==> src/rtl/nvm_seq_pkg.sv <==
package nvm_seq_pkg;

  localparam logic [7:0] OP_WREN   = 8'h06;
  localparam logic [7:0] OP_WRITE  = 8'h02;
  localparam logic [7:0] OP_READ   = 8'h03;
  localparam logic [7:0] FILL_BYTE = 8'h00;

  typedef enum logic [2:0] {
    ST_IDLE,
    ST_ISSUE,
    ST_WAIT,
    ST_GAP,
    ST_FIN
  } seq_state_t;

  typedef enum logic {
    FR_ENABLE,
    FR_MAIN
  } frame_t;

  // Number of bytes in a frame: enable frame is the opcode only,
  // main frame is opcode + address bytes + one data byte.
  function automatic int frame_len(frame_t f, int addr_bytes);
    return (f == FR_ENABLE) ? 1 : addr_bytes + 2;
  endfunction

  // Position of address byte k (0 = first sent) within the address word,
  // most significant byte first.
  function automatic int addr_byte_lsb(int k, int addr_bytes);
    return 8 * (addr_bytes - 1 - k);
  endfunction

endpackage

==> src/rtl/nvm_seq_bytegen.sv <==
module nvm_seq_bytegen
  import nvm_seq_pkg::*;
#(
  parameter int ADDR_W = 16,
  parameter int STEP_W = 2
) (
  input  frame_t              frame,
  input  logic                is_write,
  input  logic [ADDR_W-1:0]   addr,
  input  logic [7:0]          wdata,
  input  logic [STEP_W-1:0]   step,
  output logic [7:0]          tx_byte,
  output logic                last_byte
);

  localparam int ADDR_BYTES = ADDR_W / 8;

  logic [7:0] abyte [ADDR_BYTES];

  for (genvar g = 0; g < ADDR_BYTES; g++) begin : g_abyte
    assign abyte[g] = addr[addr_byte_lsb(g, ADDR_BYTES) +: 8];
  end

  always_comb begin
    tx_byte = FILL_BYTE;
    if (frame == FR_ENABLE) begin
      tx_byte = OP_WREN;
    end else if (step == '0) begin
      tx_byte = is_write ? OP_WRITE : OP_READ;
    end else if (int'(step) > ADDR_BYTES) begin
      tx_byte = is_write ? wdata : FILL_BYTE;
    end else begin
      for (int k = 0; k < ADDR_BYTES; k++) begin
        if (int'(step) == k + 1) tx_byte = abyte[k];
      end
    end
  end

  assign last_byte = (int'(step) == frame_len(frame, ADDR_BYTES) - 1);

endmodule

==> src/rtl/nvm_seq_gap_timer.sv <==
module nvm_seq_gap_timer #(
  parameter int GAP_CYCLES = 4
) (
  input  logic clk,
  input  logic rst_n,
  input  logic load,
  output logic expired
);

  localparam int CNT_W = $clog2(GAP_CYCLES + 1);
  localparam logic [CNT_W-1:0] RELOAD = CNT_W'(GAP_CYCLES - 1);

  logic [CNT_W-1:0] cnt;

  always_ff @(posedge clk or negedge rst_n) begin
    if (!rst_n)           cnt <= '0;
    else if (load)        cnt <= RELOAD;
    else if (cnt != '0)   cnt <= cnt - 1'b1;
  end

  assign expired = (cnt == '0);

endmodule

==> src/rtl/nvm_seq_ctrl.sv <==
module nvm_seq_ctrl
  import nvm_seq_pkg::*;
#(
  parameter int ADDR_W = 16,
  parameter int STEP_W = 2
) (
  input  logic              clk,
  input  logic              rst_n,
  input  logic              req_valid,
  input  logic              req_write,
  input  logic [ADDR_W-1:0] req_addr,
  input  logic [7:0]        req_wdata,
  input  logic              eng_done,
  input  logic [7:0]        eng_rx,
  input  logic              frame_last,
  input  logic              gap_expired,
  output seq_state_t        state,
  output frame_t            frame,
  output logic [STEP_W-1:0] step,
  output logic              is_write,
  output logic [ADDR_W-1:0] addr,
  output logic [7:0]        wdata,
  output logic [7:0]        rd_data,
  output logic              gap_load,
  output logic              rd_capture
);

  logic byte_closed;

  assign byte_closed = (state == ST_WAIT) && eng_done;
  assign gap_load    = byte_closed && frame_last && (frame == FR_ENABLE);
  assign rd_capture  = byte_closed && frame_last && (frame == FR_MAIN) && !is_write;

  always_ff @(posedge clk or negedge rst_n) begin
    if (!rst_n) begin
      state    <= ST_IDLE;
      frame    <= FR_MAIN;
      step     <= '0;
      is_write <= 1'b0;
      addr     <= '0;
      wdata    <= '0;
      rd_data  <= '0;
    end else begin
      unique case (state)
        ST_IDLE: begin
          if (req_valid) begin
            is_write <= req_write;
            addr     <= req_addr;
            wdata    <= req_wdata;
            frame    <= req_write ? FR_ENABLE : FR_MAIN;
            step     <= '0;
            state    <= ST_ISSUE;
          end
        end
        ST_ISSUE: state <= ST_WAIT;
        ST_WAIT: begin
          if (eng_done) begin
            if (!frame_last) begin
              step  <= step + 1'b1;
              state <= ST_ISSUE;
            end else if (frame == FR_ENABLE) begin
              state <= ST_GAP;
            end else begin
              if (rd_capture) rd_data <= eng_rx;
              state <= ST_FIN;
            end
          end
        end
        ST_GAP: begin
          if (gap_expired) begin
            frame <= FR_MAIN;
            step  <= '0;
            state <= ST_ISSUE;
          end
        end
        ST_FIN:  state <= ST_IDLE;
        default: state <= ST_IDLE;
      endcase
    end
  end

endmodule

==> src/rtl/nvm_cmd_seq.sv <==
module nvm_cmd_seq
  import nvm_seq_pkg::*;
#(
  parameter int ADDR_W     = 16,
  parameter int GAP_CYCLES = 4
) (
  input  logic              clk,
  input  logic              rst_n,
  input  logic              req_valid,
  input  logic              req_write,
  input  logic [ADDR_W-1:0] req_addr,
  input  logic [7:0]        req_wdata,
  output logic              busy,
  output logic              done,
  output logic [7:0]        rd_data,
  output logic              eng_start,
  output logic [7:0]        eng_tx,
  output logic              eng_hold,
  input  logic              eng_done,
  input  logic [7:0]        eng_rx
);

  localparam int ADDR_BYTES = ADDR_W / 8;
  localparam int MAIN_LEN   = ADDR_BYTES + 2;
  localparam int STEP_W     = $clog2(MAIN_LEN);

  seq_state_t        state;
  frame_t            frame;
  logic [STEP_W-1:0] step;
  logic              is_write;
  logic [ADDR_W-1:0] addr;
  logic [7:0]        wdata;
  logic              frame_last;
  logic              gap_expired;
  logic              gap_load;
  logic              rd_capture;

  // Named internal events for the checker.
  logic in_gap;

  nvm_seq_ctrl #(.ADDR_W(ADDR_W), .STEP_W(STEP_W)) u_ctrl (
    .clk        (clk),
    .rst_n      (rst_n),
    .req_valid  (req_valid),
    .req_write  (req_write),
    .req_addr   (req_addr),
    .req_wdata  (req_wdata),
    .eng_done   (eng_done),
    .eng_rx     (eng_rx),
    .frame_last (frame_last),
    .gap_expired(gap_expired),
    .state      (state),
    .frame      (frame),
    .step       (step),
    .is_write   (is_write),
    .addr       (addr),
    .wdata      (wdata),
    .rd_data    (rd_data),
    .gap_load   (gap_load),
    .rd_capture (rd_capture)
  );

  nvm_seq_bytegen #(.ADDR_W(ADDR_W), .STEP_W(STEP_W)) u_bytegen (
    .frame    (frame),
    .is_write (is_write),
    .addr     (addr),
    .wdata    (wdata),
    .step     (step),
    .tx_byte  (eng_tx),
    .last_byte(frame_last)
  );

  nvm_seq_gap_timer #(.GAP_CYCLES(GAP_CYCLES)) u_gap (
    .clk    (clk),
    .rst_n  (rst_n),
    .load   (gap_load),
    .expired(gap_expired)
  );

  assign busy      = (state != ST_IDLE);
  assign done      = (state == ST_FIN);
  assign eng_start = (state == ST_ISSUE);
  assign eng_hold  = !frame_last;
  assign in_gap    = (state == ST_GAP);

endmodule

==> config.mk <==
export PLATFORM = sky130hd
export DESIGN_NAME = nvm_cmd_seq
export DESIGN_NICKNAME = d
export VERILOG_FILES = /design/src/rtl/nvm_seq_pkg.sv /design/src/rtl/nvm_seq_bytegen.sv /design/src/rtl/nvm_seq_gap_timer.sv /design/src/rtl/nvm_seq_ctrl.sv /design/src/rtl/nvm_cmd_seq.sv
export SDC_FILE = /design/constraint.sdc
export NUM_CORES = 1
export LEC_CHECK = 0
export BUFFER_PORTS_ARGS = -buffer_cell sky130_fd_sc_hd__buf_2
export CORE_MARGIN = 2
export CORE_UTILIZATION = 40
export CTS_CLUSTER_SIZE = 8
export DETAILED_ROUTE_END_ITERATION = 16
export MAX_ROUTING_LAYER = met4
export SYNTH_ARGS = -nofsm -noshare
export SYNTH_HDL_FRONTEND = slang
export SYNTH_SLANG_ARGS = --single-unit
==> constraint.sdc <==
create_clock -name clk -period 2.5 [get_ports clk]
set_clock_uncertainty 0.1 [all_clocks]
set_input_delay 0.5 -clock clk [delete_from_list [all_inputs] [get_ports clk]]
set_output_delay 0.5 -clock clk [all_outputs]
set_load 0.01 [all_outputs]
## Word level (Yosys, flattened, before mapping)

Index checks and enable logic that the tools add are counted.
W data, S select, Z words.

- $lt $le $gt $ge: 1
- Add/subtract/negate cells: 3
- Eq/ne operators: 11
- Bitwise gates (word level): 1
- Reductions and logical operators: 20
- Multiplexer cells: 25

Operators by type and width:

| kind | count |
|---|---|
| $mux W8 | 6 |
| $eq A3 B32 Y1 | 1 |
| $sub A32 B2 Y32 const B | 1 |
| $mux W3 | 8 |
| $pmux W3 S4 | 1 |
| $reduce_and A5 Y1 | 2 |
| $reduce_bool A3 Y1 | 3 |
| $mux W2 | 4 |
| $ne A2 B2 Y1 const B | 4 |
| $eq A3 B2 Y1 const B | 2 |
| $logic_not A3 Y1 | 2 |
| $pmux W2 S3 | 1 |
| $reduce_and A3 Y1 | 2 |
| $logic_and A1 B1 Y1 | 5 |
| $eq A2 B2 Y1 const B | 2 |
| $mux W1 | 4 |
| $reduce_bool A2 Y1 | 2 |
| $eq A3 B1 Y1 const B | 1 |
| $eq A3 B3 Y1 const B | 1 |
| $sub A3 B1 Y3 const B | 1 |
| $add A2 B1 Y2 const B | 1 |
| $gt A2 B2 Y1 const B | 1 |
| $logic_not A1 Y1 | 2 |
| $logic_not A2 Y1 | 1 |
| 3 further kinds | 3 |

- Output and inout bits: 20
- Input port bits: 37
- Register bits: 42
- Logic and storage cells: 69

## Depth between registers and ports, before layout

Gate-level depths: netlist of the first run.

- Depth after elaboration: 7
- Mapped depth: 7
- Gate-level depth less buffers: 6

## Hierarchy

A second synthesis of the first run with hierarchy kept.

- Cell total of the unflattened synthesis: 177
- Area total of the unflattened synthesis: 2219.6 sq um

By module, submodules not included:

| module | area an instance (sq um) | cells an instance | seq. area each (sq um) | instances |
|---|---|---|---|---|
| nvm_seq_ctrl | 1751.7 | 110 | 977.2 | 1 |
| nvm_seq_bytegen | 261.5 | 46 | 0.0 | 1 |
| nvm_seq_gap_timer | 181.4 | 17 | 75.1 | 1 |
| nvm_cmd_seq | 25.0 | 4 | 0.0 | 1 |

## Worst setup path before layout of the first run

Ideal clock, no wire load.

- Kind: flip-flop to output port
- From: register u_ctrl.step[0]
- To: output eng_tx[2]
- Cell stages (with the launch flop): 8
- Arrival: 1698 ps
- Path slack: 202 ps
- Path buffers: 1
- Data required time: 1900 ps
- Path through: dfrtp_1 inv_1 ha_1 clkbuf_1 nor2b_1 a22oi_1 a2bb2oi_1 o21ai_0

- Longest elaborated chain between the ends: 6
- Elaborated cells on any way between the ends: 9
- Those cells by class: 1 x order compare; 2 x eq/ne; 5 x mux; 1 x reduce/logical

Ends and longest elaborated chain:

| item | RTL line | RTL |
|---|---|---|
| start: declaration | nvm_seq_ctrl.sv:19 | `output logic [STEP_W-1:0] step,` |
| start signal: assignment | nvm_seq_ctrl.sv:59 | `step <= step + 1'b1;` |
| $eq A2 B2 Y1 | nvm_seq_bytegen.sv:34 | `if (int'(step) == k + 1) tx_byte = abyte[k];` |
| $mux W8 (2 in a row) | nvm_seq_bytegen.sv:34 |  |
| $mux W8 | nvm_seq_bytegen.sv:30 | `end else if (int'(step) > ADDR_BYTES) begin` |
| $mux W8 (*) | nvm_seq_bytegen.sv:28 | `end else if (step == '0) begin` |
| $mux W8 (*) | nvm_seq_bytegen.sv:26 | `if (frame == FR_ENABLE) begin` |
| end: declaration | nvm_cmd_seq.sv:17 | `output logic [7:0] eng_tx,` |

Every way passes the cells marked *; elsewhere a longest branch is shown, timed or not.

## Final worst setup path of the first run

- From: register u_ctrl.step[1]
- To: output eng_tx[5]

Same word-level chain as after synthesis.

==> impl_metrics.py, run 1 <==
metrics = {
    "global_routing": {
        "first_global_vias": 1492,
        "globalRouteOverflowTotal": 0,
        "grt_antenna_before_repair": 0,
        "grt_max_degree": 27,
        "global_route.peak_usage_layer": "met2",
        "global_route.usage.met2": 0.235,
        "grt_util_met3": 0.0391,
        "grt.met1_usage": 0.233,
        "grt_use_total": 0.164,
        "global_route_wire_length_before_repair_um": 7370,
    },
    "finish": {
        "antenna-diode-count": 0,
        "drive_gt1_frac": 0.466,
        "syn_to_final_growth_pct": 21.8,
        "final_nets": 278,
        "n_fill_cell": 491,
    },
    "floorplan": {
        "ioPinCount": 57,
        "die_ht_um": 76.1,
        "die_area_um2": 5790,
        "dieWidth_um": 76.1,
        "fp-row-count": 26,
        "initial_core_util": 0.409,
        "coreArea_um2": 5070,
    },
    "place": {
        "place.port_buffers": 56,
        "hpwl_um": 3250,
        "dp_slack_ns": 0.218,
        "gp_congestion": 0.782,
    },
    "synth": {
        "top_ff_cell_synth": "dfrtp_1",
        "yosysWarningCount": 0,
        "share_of_the_synthesized_area_in_the_top_cell_type": 0.494,
        "synth-edff-count": 0,
        "synth.net_count": 219,
        "synth_area_leaders": "dfrtp_1, mux2_2, ha_1",
        "yosys-top-cells-count": "dfrtp_1, mux2_2, a21oi_1, nand2_1, nor2_1",
        "synth.distinct_cells": 39,
        "main_combinational_cell_family_by_area_after_synthesis": "multiplexers",
        "yosys.area_share.simple": 0.109,
        "synthesis.instances": 176,
        "synth-compound-area-share": 0.119,
        "post-synth-top-count-cell": "dfrtp_1",
        "synth_sequential_area_ratio": 0.507,
        "cell_area_synth_um2": 2080,
        "synth_largest_area_cell": "dfrtp_1",
        "syn_avg_cell_area_um2": 11.8,
        "postSynth.asyncResetShare": 1.00,
        "synthMuxAreaShare": 0.179,
        "postSynthRegisterBits": 42,
        "post_synth_fa_ha_maj_area_fraction": 0.0361,
        "synth-xor-area-share": 0.00422,
    },
    "route": {
        "dr.first_iter.drc_count": 59,
        "post-route-drc-count": 0,
        "detailroute.via_count": 1497,
        "route.detailed.wl_per_inst_um": 13.8,
        "routed_via_density": 4.89,
        "detail-route-antenna-nets": 0,
        "drt_pass1_iterations": 4,
        "route.final.wire_length_um": 4210,
    },
    "critical_path": {
        "crit_path_start_kind": "flip-flop",
        "worst_ep_required_ns": 1.90,
        "timing.critical_path.to_type": "output port",
        "startpoint_of_the_worst_register_to_register_path": "u_ctrl.frame",
        "worstReg2RegEnd": "u_ctrl.rd_data[1]",
        "largest_fanout_of_any_net_on_the_critical_path": 9,
        "worst-endpoint-arrival_ns": 1.79,
        "worst-setup-path-type": "reg -> out",
        "timing.reg2reg.setup_slack_ns": 0.59,
        "worst_reg_to_reg_cells": 3,
    },
    "timing": {
        "worst_slack_ns": 0.114,
        "timing.slew.headroom": 0.691,
        "final_max_slew_viol_count": 0,
        "post-route-period-util": 0.954,
        "max_freq_mhz": 419,
        "finalSetupTns_ns": 0,
        "timing.final.hold_violations": 0,
        "setup_viol_count_final": 0,
        "finalCriticalPeriod_ns": 2.39,
        "worst_slew_pin_slew_ns": 0.463,
    },
    "worst_hold_path": {
        "hp-class": "in -> async",
    },
    "clocking": {
        "tritoncts.num_buffers": 5,
        "clk_path_buf_depth": 2,
        "tritoncts": "yes",
        "h-tree-depth": 2,
        "tritoncts_num_sinks": 42,
        "clock_tree.root_cell": "clkbuf_8",
        "clock_transition_at_the_registers_of_the_reported_paths_ns": 0.08,
        "insertion_delay_ns": 0.29,
    },
    "status": {
        "outcome": "finished clean",
    },
    "pwr": {
        "powerDensity_nw_per_um2": 1130,
        "peakVddDrop_uv": 537,
        "p_leak_nw": 1.21,
    },
    "flow_run": {
        "maxCapViolations": 0,
    },
}
-- stage by stage --
step                cell area (um2)  utilization  hold WS [ns]  cells  power, mW
finish                         2530        0.499        0.0465    306       2.86
global route                   2530        0.499        0.0711    306       3.10
CTS                            2510        0.494        0.0559    304       2.86
detailed placement             2410        0.475         0.382    296       2.38
global placement               2410        0.475         0.376    296       2.36
floorplan                      2080            -         0.104    176       2.05
-- where the power goes --
group | total, mW | internal (mW) | switching (mW)
registers | 1.24 | 0.988 | 0.256
logic | 1.15 | 0.613 | 0.541
clock network | 0.458 | 0.207 | 0.251
total | 2.86 | 1.81 | 1.05
-- layout make-up --
type	count	area, um2	share of cell area
clock buffers	5	68.8	0.0272
clock inverters	3	26.3	0.0104
inverters	8	30.0	0.0119
multi-input cells	116	940	0.371
flip-flops and latches	42	1050	0.416
well taps	70	87.6	0.0346
repair buffers	62	325	0.129
-- logic make-up (layout without fill, tap and decap cells) --
group,count (synthesis),after routing
flip-flops,42,42
AND/OR/NAND/NOR,39,39
AO/OA/AOI/OAI,37,37
multiplexers,33,33
buffers and inverters,18,78
adder cells (fa/ha/maj),6,6
XOR/XNOR,1,1
-- registers in the layout, summed over array words and instances (netlist names) --
signal	cells
u_ctrl.step	2
u_gap.cnt	3
u_ctrl.state	3
u_ctrl.rd_data	8
u_ctrl.is_write	1
u_ctrl.wdata	8
u_ctrl.addr	16
u_ctrl.frame	1
-- critical path, stage by stage (launching register included) --
cell	delay, ns
dfrtp_1	0.44
ha_1	0.26
buf_4	0.18
nand3b_1	0.15
a21oi_1	0.17
a21oi_1	0.07
nor2_1	0.08
buf_2	0.13
-- placed cells by master, fill, tap and decap left out, types with 2 or more instances in the layout --
master,n
a211oi_1,3
a21oi_1,10
a22oi_1,7
a2bb2oi_1,4
buf_2,56
buf_4,6
clkbuf_8,5
dfrtp_1,41
ha_1,6
inv_1,7
inv_6,3
mux2_1,3
mux2_2,30
nand2_1,10
nand2b_1,2
nand3_1,3
nor2_1,9
nor2b_1,2
o211ai_1,2
o21ai_0,3
o2bb2ai_1,2
-- how the worst max path moves through the flow --
| stage | startpoint | endpoint | slack (ns) | depth (start not counted) |
|---|---|---|---|---|
| floorplan | u_ctrl.step[0] | eng_tx[2] | 0.20 | 7 |
| global placement | u_ctrl.step[0] | eng_tx[2] | 0.25 | 7 |
| detailed placement | u_ctrl.step[0] | eng_tx[2] | 0.22 | 7 |
| CTS | u_ctrl.step[0] | eng_tx[2] | 0.001 | 7 |
| global route | u_ctrl.step[0] | eng_tx[5] | -0.02 | 8 |
| finish | u_ctrl.step[1] | eng_tx[5] | 0.11 | 7 |
-- layer usage --
layer  vias to the layer above  wire length, um
met5                         -                0
li1                        753                -
met1                       706             2140
met4                         0               40
met3                         4              145
met2                        34             1890
-- timing repair --
action,4_1_cts,5_1_grt
setup endpoints to repair,6,8
gates resized for setup,1,5
setup buffers,0,2
hold buffers,0,0
(Power assumes the default switching activity.)
==> inputs of run 2 (changes only) <==
Settings changed: BUFFER_PORTS_ARGS -buffer_cell sky130_fd_sc_hd__buf_2 to not set, DONT_BUFFER_PORTS set to 1.
==> run 2 against run 1 <==
  * Final cell count shrank 19%
  * Wire length decreased by 2.4%
  * Clock power grew 39%
  * Sequential share of layout area increased by 4.2 points
  * Die area is the same
  * Flip-flop and latch count unchanged
  * Via count decreased by 12%
  * Maximum frequency barely moved
  * Combinational power is 9.6% lower
==> impl_metrics.py, run 2 (synthesis gave the netlist of run 1 again) <==
metrics = {
    "status": {
        "outcome": "finished clean",
    },
    "clocking": {
        "tritoncts": "yes",
        "clock_tree.root_cell": "clkbuf_8",
        "insertion_delay_ns": 0.29,
        "cts_post_setup_buffers_inserted": 0,
        "h-tree-depth": 2,
        "clk_path_buf_depth": 2,
        "tritoncts_num_sinks": 42,
        "clock_transition_at_the_registers_of_the_reported_paths_ns": 0.09,
        "tritoncts.num_buffers": 5,
    },
    "critical_path": {
        "worstSetupStartpoint": "u_ctrl.step[0]",
        "worst_ep_required_ns": 1.90,
        "worstReg2RegEnd": "u_ctrl.rd_data[6]",
        "worst_reg_to_reg_cells": 3,
        "timing.critical_path.to_type": "output port",
        "largest_fanout_of_any_net_on_the_critical_path": 9,
        "crit_path_start_kind": "flip-flop",
        "startpoint_of_the_worst_register_to_register_path": "u_ctrl.frame",
        "worst-endpoint-arrival_ns": 1.79,
        "timing.reg2reg.setup_slack_ns": 0.56,
        "worst-setup-path-type": "reg -> out",
    },
    "place": {
        "place.port_buffers": 0,
        "placedCellCount": 239,
        "post_dp_cell_area_um2": 2120,
        "hpwl_um": 3040,
        "dp_slack_ns": 0.159,
        "gp_congestion": 0.804,
    },
    "timing": {
        "final_max_slew_viol_count": 0,
        "timing.slew.headroom": 0.714,
        "max_freq_mhz": 419,
        "worst_slew_pin_slew_ns": 0.428,
        "setup_viol_count_final": 0,
        "timing.final.hold_violations": 0,
        "post-route-period-util": 0.955,
        "finalSetupTns_ns": 0,
        "finalCriticalPeriod_ns": 2.39,
        "worst_slack_ns": 0.113,
    },
    "route": {
        "detail-route-antenna-nets": 0,
        "drt_pass1_iterations": 4,
        "route.final.wire_length_um": 4110,
        "detailroute.via_count": 1313,
        "post-route-drc-count": 0,
        "route.detailed.wl_per_inst_um": 16.5,
        "dr.first_iter.drc_count": 36,
        "routed_via_density": 5.27,
    },
    "global_routing": {
        "first_global_vias": 1350,
        "grt_antenna_before_repair": 0,
        "grt_max_degree": 43,
        "global_route_wire_length_before_repair_um": 6900,
        "grt_use_total": 0.151,
        "globalRouteOverflowTotal": 0,
    },
    "finish": {
        "antenna-diode-count": 0,
        "drive_gt1_frac": 0.307,
        "largest_register_ffs": 16,
        "fin_area_um2": 2300,
        "n_fill_cell": 495,
        "layout.cells.most_common": "dfrtp_1",
        "layout.cells.most_common_list": "dfrtp_1, mux2_2, nand2_1, a21oi_1, nor2_1",
        "largest_registers": "u_ctrl.addr x16, u_ctrl.rd_data x8, u_ctrl.wdata x8",
        "final_nets": 221,
        "syn_to_final_growth_pct": 11.0,
        "stdcell_count": 249,
        "top_register": "u_ctrl.addr",
    },
    "floorplan": {
        "die_area_um2": 5790,
        "fp-row-count": 26,
        "die_ht_um": 76.1,
        "ioPinCount": 57,
        "coreArea_um2": 5070,
        "dieWidth_um": 76.1,
        "initial_core_util": 0.409,
    },
    "flow_run": {
        "maxCapViolations": 0,
    },
    "pwr": {
        "powerDensity_nw_per_um2": 1270,
        "peakVddDrop_uv": 619,
        "report.power.total_mw": 2.93,
        "p_leak_nw": 0.980,
    },
    "worst_hold_path": {
        "worstHoldStart": "req_addr[10]",
        "hold_depth": 1,
        "hp-class": "in -> reg",
        "hold_path_end": "u_ctrl.addr[10]",
    },
}
[run 2: repair_timing]
action / in CTS / in global routing
endpoints found under the hold margin: 42 / 0
gates resized for setup: 2 / 6
hold buffers: 2 / 0
setup endpoints to repair: 7 / 5
[run 2: worst max-delay path by stage]
stage                endpoint  cells past startpoint
floorplan           eng_tx[2]                      7
global placement    eng_tx[2]                      7
detailed placement  eng_tx[2]                      7
CTS                 eng_tx[5]                      7
global route        eng_tx[5]                      7
finish              eng_tx[2]                      7
[run 2: where the power goes]
group	leakage (nW)	internal, mW	total [mW]	switching [mW]
registers	0.513	0.991	1.26	0.268
logic	0.398	0.523	1.04	0.513
clock network	0.0683	0.400	0.637	0.237
total	0.980	1.91	2.93	1.02
[run 2: area by class of cell]
type | instances | area, um2 | share of cell area
clock buffers | 5 | 68.8 | 0.0299
clock inverters | 3 | 68.8 | 0.0299
inverters | 8 | 30.0 | 0.0130
multi-input cells | 116 | 942 | 0.409
flip-flops and latches | 42 | 1050 | 0.458
well taps | 70 | 87.6 | 0.0380
repair buffers | 5 | 52.6 | 0.0228
[run 2: metrics by stage]
stage | hold slack (ns) | util
after floorplan | 0.104 | -
after global placement | 0.106 | 0.418
after detailed placement | 0.106 | 0.418
after CTS | 0.225 | 0.453
after global routing | 0.223 | 0.454
final | 0.235 | 0.454
[run 2: worst max-delay path, stage by stage (launching register included)]
cell and delay (ns):
dfrtp_2 0.42, inv_2 0.08, ha_1 0.24, buf_4 0.18, a22oi_1 0.20, a2bb2oi_1 0.17, o21ai_1 0.07, buf_4 0.15
[run 2: metal layers]
metal | up-vias | share of wire | track usage
met4 | 0 | 0.018 | 0.0436
met1 | 642 | 0.48 | 0.207
li1 | 626 | - | -
met3 | 8 | 0.048 | 0.0474
met5 | - | 0 | -
met2 | 37 | 0.45 | 0.219
==> inputs of run 3 (changes only) <==
Settings changed: ABC_AREA set to 1, CORE_ASPECT_RATIO set to 2.
==> run 3 against run 2 <==
  * Final cell count rose by 35%
  * Total power up 3.2%
  * Worst setup slack improved by 0.0088 ns
  * Maximum frequency grew 0.37%
  * Sequential share of layout area shrank 2.2 points
  * Clock-buffer cell count up 1
  * Via count rose by 32%
  * Largest cell class unchanged
==> impl_metrics.py, run 3 <==
metrics = {
    "critical_path": {
        "cp_num_buf_inv": 3,
        "dominant_delay_contributor_by_cell_family_on_the_critical_path": "buffers and inverters",
        "timing.critical_path.slowest_stage_cell": "dfrtp_2",
        "crit_path_cell_trace": "inv_1 > ha_1 > nor2_1 > inv_1 > a211oi_1 > buf_4",
        "worst-endpoint-arrival_ns": 1.78,
        "worst_ep_required_ns": 1.90,
        "crit_path_start_kind": "flip-flop",
        "critical-path-top-cell-by-count": "inv_1",
        "timing.critical_path.to_type": "output port",
        "largest_fanout_of_any_net_on_the_critical_path": 6,
        "slowest_delay_ns": 0.41,
        "timing.reg2reg.setup_slack_ns": 0.84,
        "worst-setup-path-type": "reg -> out",
    },
    "global_routing": {
        "globalRouteOverflowTotal": 0,
        "grt_use_total": 0.178,
        "grt_max_degree": 43,
        "first_global_vias": 1841,
        "global_route_wire_length_before_repair_um": 8250,
        "grt_antenna_before_repair": 0,
    },
    "timing": {
        "finalCriticalPeriod_ns": 2.38,
        "worst_slew_pin_slew_ns": 0.398,
        "timing.slew.headroom": 0.735,
        "rsz0062_at_grt": "false",
        "timing.final.hold_violations": 0,
        "finalSetupTns_ns": 0,
        "post-route-period-util": 0.951,
        "setup_viol_count_final": 0,
        "worst_slack_ns": 0.122,
        "final_max_slew_viol_count": 0,
        "max_freq_mhz": 421,
    },
    "pwr": {
        "powerDensity_nw_per_um2": 1250,
        "peakVddDrop_uv": 588,
        "p_leak_nw": 1.24,
    },
    "synth": {
        "synth_sequential_area_ratio": 0.485,
        "yosysWarningCount": 0,
        "cell_area_synth_um2": 2170,
        "postSynth.asyncResetShare": 1.00,
        "post-synth-top-count-cell": "nand2_1",
        "synth_area_leaders": "dfrtp_1, nand2_1, a21oi_1",
        "top_ff_cell_synth": "dfrtp_1",
        "syn_avg_cell_area_um2": 8.07,
        "synth.net_count": 312,
        "yosys-top-cells-count": "nand2_1, dfrtp_1, inv_1",
        "synth.distinct_cells": 27,
        "postSynthRegisterBits": 42,
        "synth-edff-count": 0,
        "synth_largest_area_cell": "dfrtp_1",
        "synthesis.instances": 269,
        "share_of_the_synthesized_area_in_the_top_cell_type": 0.473,
    },
    "place": {
        "gp_congestion": 0.859,
        "hpwl_um": 3510,
        "place.port_buffers": 0,
        "dp_slack_ns": 0.377,
        "post_dp_cell_area_um2": 2240,
    },
    "floorplan": {
        "dieWidth_um": 56.1,
        "ioPinCount": 57,
        "fp-row-count": 38,
        "die_ht_um": 108,
        "initial_core_util": 0.408,
        "coreArea_um2": 5330,
        "die_area_um2": 6070,
    },
    "clocking": {
        "insertion_delay_ns": 0.30,
        "tritoncts_num_sinks": 42,
        "clock_tree.root_cell": "clkbuf_8",
        "clk_path_buf_depth": 2,
        "clock_transition_at_the_registers_of_the_reported_paths_ns": 0.08,
        "h-tree-depth": 2,
        "tritoncts": "yes",
        "tritoncts.num_buffers": 5,
        "cts_post_setup_buffers_inserted": 0,
    },
    "flow_run": {
        "maxCapViolations": 0,
    },
    "finish": {
        "layout.cells.most_common_list": "nand2_1, dfrtp_1, inv_1",
        "top_register": "u_ctrl.addr",
        "antenna-diode-count": 0,
        "layout.cells.most_common": "nand2_1",
        "largest_register_ffs": 16,
        "fin_area_um2": 2420,
        "drive_gt1_frac": 0.166,
        "final_nets": 319,
        "largest_registers": "u_ctrl.addr x16, u_ctrl.rd_data x8, u_ctrl.wdata x8",
        "syn_to_final_growth_pct": 11.5,
    },
    "route": {
        "drt_pass1_iterations": 4,
        "route.final.wire_length_um": 4690,
        "dr.first_iter.drc_count": 50,
        "route.detailed.wl_per_inst_um": 13.9,
        "detailroute.via_count": 1733,
        "routed_via_density": 5.14,
        "post-route-drc-count": 0,
        "detail-route-antenna-nets": 0,
    },
    "worst_hold_path": {
        "hp-class": "in -> reg",
    },
    "status": {
        "outcome": "finished clean",
    },
}
==> run 3: changes by cell type after synthesis, sizes merged, moves of 3 or more <==
cell     delta
a2bb2oi     -4
a22oi       -7
nand2     +100
o21ai       +7
nand3      +13
inv        +20
nor2        +5
clkbuf      -3
a21oi       +9
mux2       -33
nor2b       -3
==> run 3: kinds of logic after synthesis <==
group / after synthesis / share of synthesized area
compound gates: 39 / 0.114
buf+inv: 37 / 0.0772
flops: 42 / 0.485
fa+ha+maj: 6 / 0.0346
simple gates: 145 / 0.290
==> run 3: worst paths after layout <==
path,startpoint,end,depth (start not counted)
min in group asynchronous,rst_n,u_ctrl.state[0],2
worst min-delay path,eng_done,u_gap.cnt[2],1
worst min register to register,u_ctrl.wdata[5],u_ctrl.wdata[5],2
worst max-delay path,u_ctrl.step[0],eng_tx[7],6
max in group asynchronous,rst_n,u_ctrl.frame,2
worst max register to register,u_gap.cnt[0],u_ctrl.step[1],10
==> run 3: area by class of cell <==
cell class	count	area (um2)
fill	540	2900
sequential	42	1050
multi-input combinational	190	961
clock inverter	2	60.1
inverter	28	105
clock buffer	6	82.6
timing repair buffer	9	82.6
tap	60	75.1
==> run 3: repair_timing <==
item / CTS / global route
hold buffers: 2 / 0
hold endpoints to repair: 42 / 0
setup endpoints to repair: 0 / 5
gates resized for setup: 0 / 5
==> run 3: per-layer routing <==
| layer | up-vias | global-route usage | share of wire |
|---|---|---|---|
| met5 | - | - | 0 |
| met4 | 0 | 0.0884 | 0.032 |
| met3 | 15 | 0.0526 | 0.069 |
| met2 | 55 | 0.284 | 0.50 |
| met1 | 802 | 0.203 | 0.40 |
| li1 | 861 | - | - |
==> run 3: power breakdown <==
group / internal, mW / switching, mW
clock: 0.426 / 0.236
sequential: 0.997 / 0.267
combinational: 0.394 / 0.706
total: 1.82 / 1.21
==> run 3: worst register-to-register path, stage by stage, from the launching register on <==
cell and delay, ns:
dfrtp_1 0.39, inv_1 0.08, ha_1 0.14, ha_1 0.25, inv_1 0.10, nand2_1 0.10
nand2_2 0.08, nor2_4 0.13, nand2_2 0.07, nand2_1 0.06, nand2_1 0.05
==> run 3: metrics by stage <==
stage / utilization / hold WS (ns) / power [mW] / std cells
floorplan: - / 0.104 / 2.10 / 269
global placement: 0.420 / 0.106 / 2.30 / 327
detailed placement: 0.420 / 0.106 / 2.36 / 327
CTS: 0.452 / 0.182 / 3.05 / 337
global route: 0.455 / 0.186 / 3.30 / 337
finish: 0.455 / 0.192 / 3.03 / 337
